File: src/rtl/spi_regbank_pkg.sv
package spi_regbank_pkg;

    localparam int unsigned NCH_MAX    = 4;
    localparam int unsigned EVT_STRIDE = 4;

    // controller-wide offsets
    localparam int unsigned OFF_IDENT  = 'h00;
    localparam int unsigned OFF_CFG    = 'h10;
    localparam int unsigned OFF_STATE  = 'h14;
    localparam int unsigned OFF_PEND   = 'h18;
    localparam int unsigned OFF_MASK   = 'h1C;
    localparam int unsigned OFF_WAKE   = 'h20;
    localparam int unsigned OFF_TEST   = 'h24;
    localparam int unsigned OFF_MODE   = 'h28;
    localparam int unsigned WIN_BASE   = 'h2C;
    localparam int unsigned WIN_STRIDE = 'h14;

    localparam logic [31:0] PEND_IMPL  = 32'h0001_777F;
    localparam logic [31:0] CFG_KEEP   = 32'h0000_031D;
    localparam logic [31:0] IDENT_VAL  = 32'h0000_0091;
    localparam logic [31:0] STATE_VAL  = 32'h0000_0001;
    localparam logic [3:0]  MODE_INIT  = 4'h4;

    localparam int unsigned CFG_SRST_BIT  = 1;
    localparam int unsigned MODE_TEST_BIT = 3;
    localparam int unsigned TEST_FORCE_BIT = 11;

    typedef enum logic [3:0] {
        RK_NONE, RK_IDENT, RK_CFG, RK_STATE, RK_PEND,
        RK_MASK, RK_WAKE, RK_TEST, RK_MODE, RK_WIN
    } reg_kind_e;

    typedef enum logic [2:0] {
        WR_CONF = 3'd0, WR_STAT = 3'd1, WR_CTRL = 3'd2, WR_TX = 3'd3, WR_RX = 3'd4
    } win_reg_e;

    typedef struct packed {
        reg_kind_e kind;
        logic [1:0] ch;
        win_reg_e  wreg;
    } dec_t;

endpackage

File: src/rtl/spi_regbank_decode.sv
module spi_regbank_decode
    import spi_regbank_pkg::*;
#(
    parameter int unsigned ADDR_W = 8,
    parameter int unsigned NCH    = 4
) (
    input  logic [ADDR_W-1:0] addr,
    output dec_t              dec
);
    logic [ADDR_W-1:0] lo_bound;
    logic [ADDR_W-1:0] rel;

    always_comb begin
        dec      = '{kind: RK_NONE, ch: 2'd0, wreg: WR_CONF};
        lo_bound = '0;
        rel      = '0;
        if (addr[1:0] == 2'b00) begin
            if      (addr == ADDR_W'(OFF_IDENT)) dec.kind = RK_IDENT;
            else if (addr == ADDR_W'(OFF_CFG))   dec.kind = RK_CFG;
            else if (addr == ADDR_W'(OFF_STATE)) dec.kind = RK_STATE;
            else if (addr == ADDR_W'(OFF_PEND))  dec.kind = RK_PEND;
            else if (addr == ADDR_W'(OFF_MASK))  dec.kind = RK_MASK;
            else if (addr == ADDR_W'(OFF_WAKE))  dec.kind = RK_WAKE;
            else if (addr == ADDR_W'(OFF_TEST))  dec.kind = RK_TEST;
            else if (addr == ADDR_W'(OFF_MODE))  dec.kind = RK_MODE;
            for (int n = 0; n < NCH; n++) begin
                lo_bound = ADDR_W'(WIN_BASE + n * WIN_STRIDE);
                if (addr >= lo_bound && addr < lo_bound + ADDR_W'(WIN_STRIDE)) begin
                    rel      = addr - lo_bound;
                    dec.kind = RK_WIN;
                    dec.ch   = 2'(n);
                    dec.wreg = win_reg_e'(rel[4:2]);
                end
            end
        end
    end
endmodule

File: src/rtl/spi_irq_pending.sv
module spi_irq_pending
    import spi_regbank_pkg::*;
#(
    parameter int unsigned NCH = 4
) (
    input  logic [31:0]    pend_q,
    input  logic [NCH-1:0] tx_evt,
    input  logic [NCH-1:0] rx_evt,
    input  logic           clr_req,
    input  logic [31:0]    clr_bits,
    input  logic           lock,
    input  logic           force_all,
    output logic [31:0]    pend_d
);
    logic [EVT_STRIDE-1:0] slice [NCH_MAX];
    logic [31:0]           evt_vec;
    logic [31:0]           kept;

    for (genvar n = 0; n < NCH_MAX; n++) begin : g_slice
        if (n < NCH) begin : g_live
            assign slice[n] = {1'b0, rx_evt[n], 1'b0, tx_evt[n]};
        end else begin : g_idle
            assign slice[n] = '0;
        end
    end

    assign evt_vec = {16'h0000, slice[3], slice[2], slice[1], slice[0]};

    always_comb begin
        kept = pend_q;
        if (clr_req && !lock) kept = kept & ~clr_bits;
        if (force_all)        kept = kept | PEND_IMPL;
        pend_d = (kept | evt_vec) & PEND_IMPL;
    end
endmodule

File: src/rtl/spi_regbank.sv
module spi_regbank
    import spi_regbank_pkg::*;
#(
    parameter int unsigned NCH    = 4,
    parameter int unsigned ADDR_W = 8,
    parameter int unsigned DATA_W = 32
) (
    input  logic              clk,
    input  logic              rst_n,
    input  logic              bus_req,
    input  logic              bus_we,
    input  logic [ADDR_W-1:0] bus_addr,
    input  logic [DATA_W/8-1:0] bus_be,
    input  logic [DATA_W-1:0] bus_wdata,
    output logic              rsp_valid,
    output logic [DATA_W-1:0] rsp_rdata,
    output logic              rsp_err,
    input  logic [NCH-1:0]    tx_empty_evt,
    input  logic [NCH-1:0]    rx_full_evt,
    output logic              irq,
    output logic [1:0]        ch_sel,
    output logic [2:0]        ch_reg,
    output logic              ch_rd,
    output logic              ch_wr,
    output logic [DATA_W-1:0] ch_wdata,
    input  logic [DATA_W-1:0] ch_rdata,
    output logic              soft_rst
);
    localparam int unsigned BE_W = DATA_W / 8;
    localparam int unsigned TEST_W = 12;
    localparam int unsigned MODE_W = 4;

    typedef struct packed {
        logic [31:0]       cfg;
        logic [31:0]       pend;
        logic [31:0]       mask;
        logic              wake;
        logic [TEST_W-1:0] test;
        logic [MODE_W-1:0] mode;
        logic              rsp_valid;
        logic              rsp_err;
        logic [DATA_W-1:0] rsp_rdata;
    } state_t;

    localparam state_t STATE_RST = '{
        cfg: '0, pend: '0, mask: '0, wake: 1'b0, test: '0,
        mode: MODE_INIT, rsp_valid: 1'b0, rsp_err: 1'b0, rsp_rdata: '0
    };

    state_t q, d;
    dec_t   dec;
    logic   full_acc, acc_ok, wr_ok, rd_ok;
    logic   test_lock, clr_req, force_all;
    logic [31:0] pend_next;

    spi_regbank_decode #(.ADDR_W(ADDR_W), .NCH(NCH)) u_dec (
        .addr (bus_addr),
        .dec  (dec)
    );

    assign full_acc  = (bus_be == {BE_W{1'b1}});
    assign acc_ok    = bus_req && full_acc && (dec.kind != RK_NONE);
    assign wr_ok     = acc_ok && bus_we;
    assign rd_ok     = acc_ok && !bus_we;
    assign test_lock = q.mode[MODE_TEST_BIT] && q.test[TEST_FORCE_BIT];
    assign clr_req   = wr_ok && (dec.kind == RK_PEND);
    assign force_all = wr_ok &&
        (((dec.kind == RK_TEST) && q.mode[MODE_TEST_BIT] && bus_wdata[TEST_FORCE_BIT]) ||
         ((dec.kind == RK_MODE) && bus_wdata[MODE_TEST_BIT] && q.test[TEST_FORCE_BIT]));
    assign soft_rst  = wr_ok && (dec.kind == RK_CFG) && bus_wdata[CFG_SRST_BIT];

    spi_irq_pending #(.NCH(NCH)) u_pend (
        .pend_q    (q.pend),
        .tx_evt    (tx_empty_evt),
        .rx_evt    (rx_full_evt),
        .clr_req   (clr_req),
        .clr_bits  (bus_wdata[31:0]),
        .lock      (test_lock),
        .force_all (force_all),
        .pend_d    (pend_next)
    );

    always_comb begin
        d           = q;
        d.pend      = pend_next;
        d.rsp_valid = bus_req;
        d.rsp_err   = bus_req && !acc_ok;
        d.rsp_rdata = '0;

        if (wr_ok) begin
            case (dec.kind)
                RK_CFG:  d.cfg  = bus_wdata[31:0] & CFG_KEEP;
                RK_MASK: d.mask = bus_wdata[31:0] & PEND_IMPL;
                RK_WAKE: d.wake = bus_wdata[0];
                RK_TEST: d.test = bus_wdata[TEST_W-1:0];
                RK_MODE: d.mode = bus_wdata[MODE_W-1:0];
                default: ;
            endcase
        end

        if (rd_ok) begin
            case (dec.kind)
                RK_IDENT: d.rsp_rdata = DATA_W'(IDENT_VAL);
                RK_CFG:   d.rsp_rdata = DATA_W'(q.cfg);
                RK_STATE: d.rsp_rdata = DATA_W'(STATE_VAL);
                RK_PEND:  d.rsp_rdata = DATA_W'(q.pend);
                RK_MASK:  d.rsp_rdata = DATA_W'(q.mask);
                RK_WAKE:  d.rsp_rdata = DATA_W'(q.wake);
                RK_TEST:  d.rsp_rdata = DATA_W'(q.test);
                RK_MODE:  d.rsp_rdata = DATA_W'(q.mode);
                RK_WIN:   d.rsp_rdata = ch_rdata;
                default:  d.rsp_rdata = '0;
            endcase
        end

        if (soft_rst) begin
            d.pend = '0;
            d.mask = '0;
            d.wake = 1'b0;
            d.test = '0;
            d.mode = MODE_INIT;
            d.cfg  = bus_wdata[31:0] & CFG_KEEP;
        end
    end

    always_ff @(posedge clk or negedge rst_n) begin
        if (!rst_n) q <= STATE_RST;
        else        q <= d;
    end

    assign rsp_valid = q.rsp_valid;
    assign rsp_rdata = q.rsp_rdata;
    assign rsp_err   = q.rsp_err;
    assign irq       = |(q.pend & q.mask);

    assign ch_sel   = dec.ch;
    assign ch_reg   = dec.wreg;
    assign ch_rd    = rd_ok && (dec.kind == RK_WIN);
    assign ch_wr    = wr_ok && (dec.kind == RK_WIN) &&
                      (dec.wreg == WR_CONF || dec.wreg == WR_CTRL || dec.wreg == WR_TX);
    assign ch_wdata = bus_wdata;
endmodule

File: config.mk
export PLATFORM = sky130hd
export DESIGN_NAME = spi_regbank
export DESIGN_NICKNAME = d
export VERILOG_FILES = /design/src/rtl/spi_regbank_pkg.sv /design/src/rtl/spi_regbank_decode.sv /design/src/rtl/spi_irq_pending.sv /design/src/rtl/spi_regbank.sv
export SDC_FILE = /design/constraint.sdc
export NUM_CORES = 1
export LEC_CHECK = 0
export BUFFER_PORTS_ARGS = -buffer_cell sky130_fd_sc_hd__buf_2
export CORE_MARGIN = 1
export CORE_UTILIZATION = 37
export DETAILED_ROUTE_END_ITERATION = 10
export GPL_TIMING_DRIVEN = 0
export MAX_ROUTING_LAYER = met4
export SETUP_SLACK_MARGIN = 0.4
export SYNTH_ARGS = -nofsm -noshare
export SYNTH_HDL_FRONTEND = slang
export SYNTH_SLANG_ARGS = --single-unit
File: constraint.sdc
create_clock -name clk -period 3.5 [get_ports clk]
set_clock_uncertainty 0.05 [all_clocks]
set_input_delay 0.35 -clock clk [delete_from_list [all_inputs] [get_ports clk]]
set_output_delay 0.35 -clock clk [all_outputs]
set_load 0.03 [all_outputs]
==> results.py <==
metrics = {
    "route": {
        "viasPerCell": 5.13,
        "vias": 4311,
        "wl_per_cell_um": 16.5,
        "wirelength_um": 13800,
        "drt-pass1-iter-count": 6,
        "drc_errors": 0,
        "drt_iter0_markers": 325,
        "ant_nets": 0,
    },
    "cts": {
        "clockRootBuffer": "clkbuf_16",
        "cts_buffer_depth": 2,
        "h-tree-depth": 3,
        "cts_tree": "done",
        "clk_latency_ns": 0.34,
        "numCtsBuffers": 9,
        "clock_sinks": 85,
        "clk_pin_slew_ns": 0.06,
    },
    "synth": {
        "synthCells": 502,
        "yosys.cell_types.count": 67,
        "ys_async_sr_fraction_pct": 100,
        "ys.flop_type": "dfrtp_1",
        "synth_nets": 596,
        "syn_avg_cell_area_um2": 9.54,
        "synth-warning-count": 0,
        "ys_seq_area_share_pct": 44.4,
        "synth_area_leaders": "dfrtp_1 (44%), buf_4 (10%), nand2_1 (7.5%)",
        "syn_area_um2": 4790,
        "yosys.area.top_type": "dfrtp_1",
        "netlist.area_leader.share_pct": 43.9,
        "synth_edf_count": 0,
        "synth_seq_cells": 85,
    },
    "sta": {
        "tightest_slew_ns": 0.692,
        "setup_viol": 0,
        "slew_headroom_pct": 53.8,
        "rsz0062_at_grt": "false",
        "worst_slack_ns": 0.505,
        "tns_ns": 0,
        "hold_viol": 0,
        "fin_crit_ns": 2.99,
        "fmax_mhz": 334,
        "min_period_over_period_pct": 85.6,
        "finalMaxSlewViolations": 0,
    },
    "critical_path": {
        "worstPathMaxFanout": 10,
        "endpoint_kind": "output pin",
        "arrival_ns": 2.59,
        "slowest_stage": "or4b_4",
        "max_stage_delay_ns": 0.50,
        "cp-start-kind": "input port",
        "critical_path_class": "in2out",
        "cp.required_ns": 3.10,
        "crit_path_cell_trace": "clkbuf_4 > inv_1 > ha_1 > buf_4 > or4b_4 > o2bb2ai_4 > nand3_1 > nand4bb_1 > nand3_4 > clkbuf_16 > nor2_2 > buf_4",
        "r2r_slack_ns": 1.80,
        "reg2reg_depth": 6,
        "crit_path_frequent_cell": "buf_4",
    },
    "finish": {
        "antenna_cells": 0,
        "fillerInstances": 1230,
        "area_delta_synth_final_pct": 29.1,
        "drive_above_1_share_pct": 41.4,
        "nNetsFinal": 758,
    },
    "floorplanning": {
        "rows": 41,
        "initial_utilization_pct": 37.9,
        "die_area_um2": 13400,
        "die_x_um": 116,
        "design.core.area_um2": 12600,
        "die_h_um": 116,
        "num_io_pins": 163,
    },
    "global_route": {
        "first_global_vias": 4153,
        "grt_use_total_pct": 22.0,
        "antenna_found_initial": 0,
        "grt_max_degree": 70,
        "grt_pass1_wl_um": 21500,
        "overflow": 0,
    },
    "power_and_ir_drop": {
        "p_sw_share_pct": 25.4,
        "irDropWorstVdd_mv": 0.193,
        "p_comb_share_pct": 12.1,
        "powerDensity_nw_per_um2": 361,
        "p_int_mw": 1.67,
        "clockPowerShare_pct": 43.8,
        "seq_power_share_pct": 44.2,
        "p_leak_nw": 3.05,
        "switchingPower_mw": 0.568,
    },
    "outcome": {
        "run_status": "complete, no violations",
    },
    "worst_hold_path": {
        "hold_path_depth": 1,
        "hp-class": "in2reg",
    },
    "place": {
        "post-place-ws_ns": 0.0309,
        "place_congestion": 0.869,
        "io_buffers": 146,
        "dp_hpwl_um": 10400,
    },
    "run": {
        "drv_cap": 0,
    },
}
[final cells by class]
class,instances,area (um2),area share [%]
Inverter,9,36.3,0.587
Clock buffer,10,239,3.87
Timing Repair Buffer,151,798,12.9
Multi-Input combinational cell,320,2050,33.2
Buffer,88,642,10.4
Clock inverter,6,71.3,1.15
Tap cell,172,215,3.48
Sequential cell,85,2130,34.4
[power groups by stage]
| stage | clock, mW | sequential, mW | combinational (mW) |
|---|---|---|---|
| finish | 0.977 | 0.986 | 0.269 |
| global route | 1.03 | 0.986 | 0.294 |
| CTS | 0.995 | 0.986 | 0.267 |
| detailed placement | 0 | 1.00 | 0.262 |
| global placement | 0 | 1.00 | 0.258 |
| floorplan | 0 | 1.01 | 0.140 |
[per-layer routing]
layer  GRT usage [%]  routed length, um  vias to the layer above
met4            7.09                300                        0
met5               -                  0                        -
li1                -                  -                     2045
met1            28.2               6100                     2050
met3            5.07               1020                       24
met2            34.4               6420                      192
[sequential cells by signal, indices dropped and copies added, names as in the netlist]
signal,cells
q,51
rsp_rdata,32
rsp_err,1
rsp_valid,1
[kinds of logic after synthesis]
group / Yosys count / synth area share, %
AOI/OAI and AO/OA: 130 / 20.0
xor gates and xnor gates: 1 / 0.183
adders and majority gates: 6 / 1.57
buffers and inverters: 97 / 13.6
DFF: 85 / 44.4
muxes: 7 / 1.62
and+or+nand+nor: 176 / 18.6
[cell usage after synthesis (9+ instances only)]
master,n
dfrtp_1,84
a31oi_1,10
nor2_1,13
nand2_1,96
buf_2,9
buf_4,65
a21oi_1,40
a22oi_1,14
clkbuf_1,10
and3_1,21
nand3_1,13
[layout by cell type (no fill, tap or decap), drive strengths merged, types with 13 or more instances in the layout]
| cell | count |
|---|---|
| a21oi | 42 |
| nor2 | 14 |
| clkbuf | 22 |
| and3 | 21 |
| buf | 226 |
| a22oi | 14 |
| nand3 | 13 |
| nand2 | 96 |
| dfrtp | 84 |
[worst max-delay path: cells and delay by family]
family / cells / cell delay [ns]
and+or+nand+nor: 5 / 1.06
AOI/OAI and AO/OA: 1 / 0.17
buffers and inverters: 5 / 0.82
adders and majority gates: 1 / 0.19
[through the flow]
stage | hold WS (ns) | util (%) | instances | power, mW | cell area, um2
finish | 0.120 | 49.0 | 841 | 2.23 | 6180
global route | 0.110 | 49.0 | 841 | 2.31 | 6180
CTS | 0.108 | 48.7 | 840 | 2.25 | 6150
detailed placement | 0.180 | 45.7 | 821 | 1.27 | 5760
global placement | 0.427 | 45.4 | 820 | 1.26 | 5730
floorplan | 0.00441 | - | 502 | 1.15 | 4790
[worst paths after layout]
path,from,to
hold reg to reg,q[36],q[36]
min in group asynchronous,rst_n,rsp_rdata[23]
hold / removal,bus_req,rsp_valid
setup / recovery,bus_addr[3],ch_rd
setup reg to reg,q[49],q[95]
max in group asynchronous,rst_n,q[36]
[repair_timing]
| item | in CTS | in global routing |
|---|---|---|
| setup endpoints to repair | 2 | 3 |
| resized for setup | 10 | 8 |
| buffers inserted | 2 | 1 |
| hold buffers | 1 | 0 |
| endpoints found under the hold margin | 16 | 0 |
| pin swaps | 1 | 1 |
| cloned | 0 | 0 |
Power figures use the tool's default switching activity.
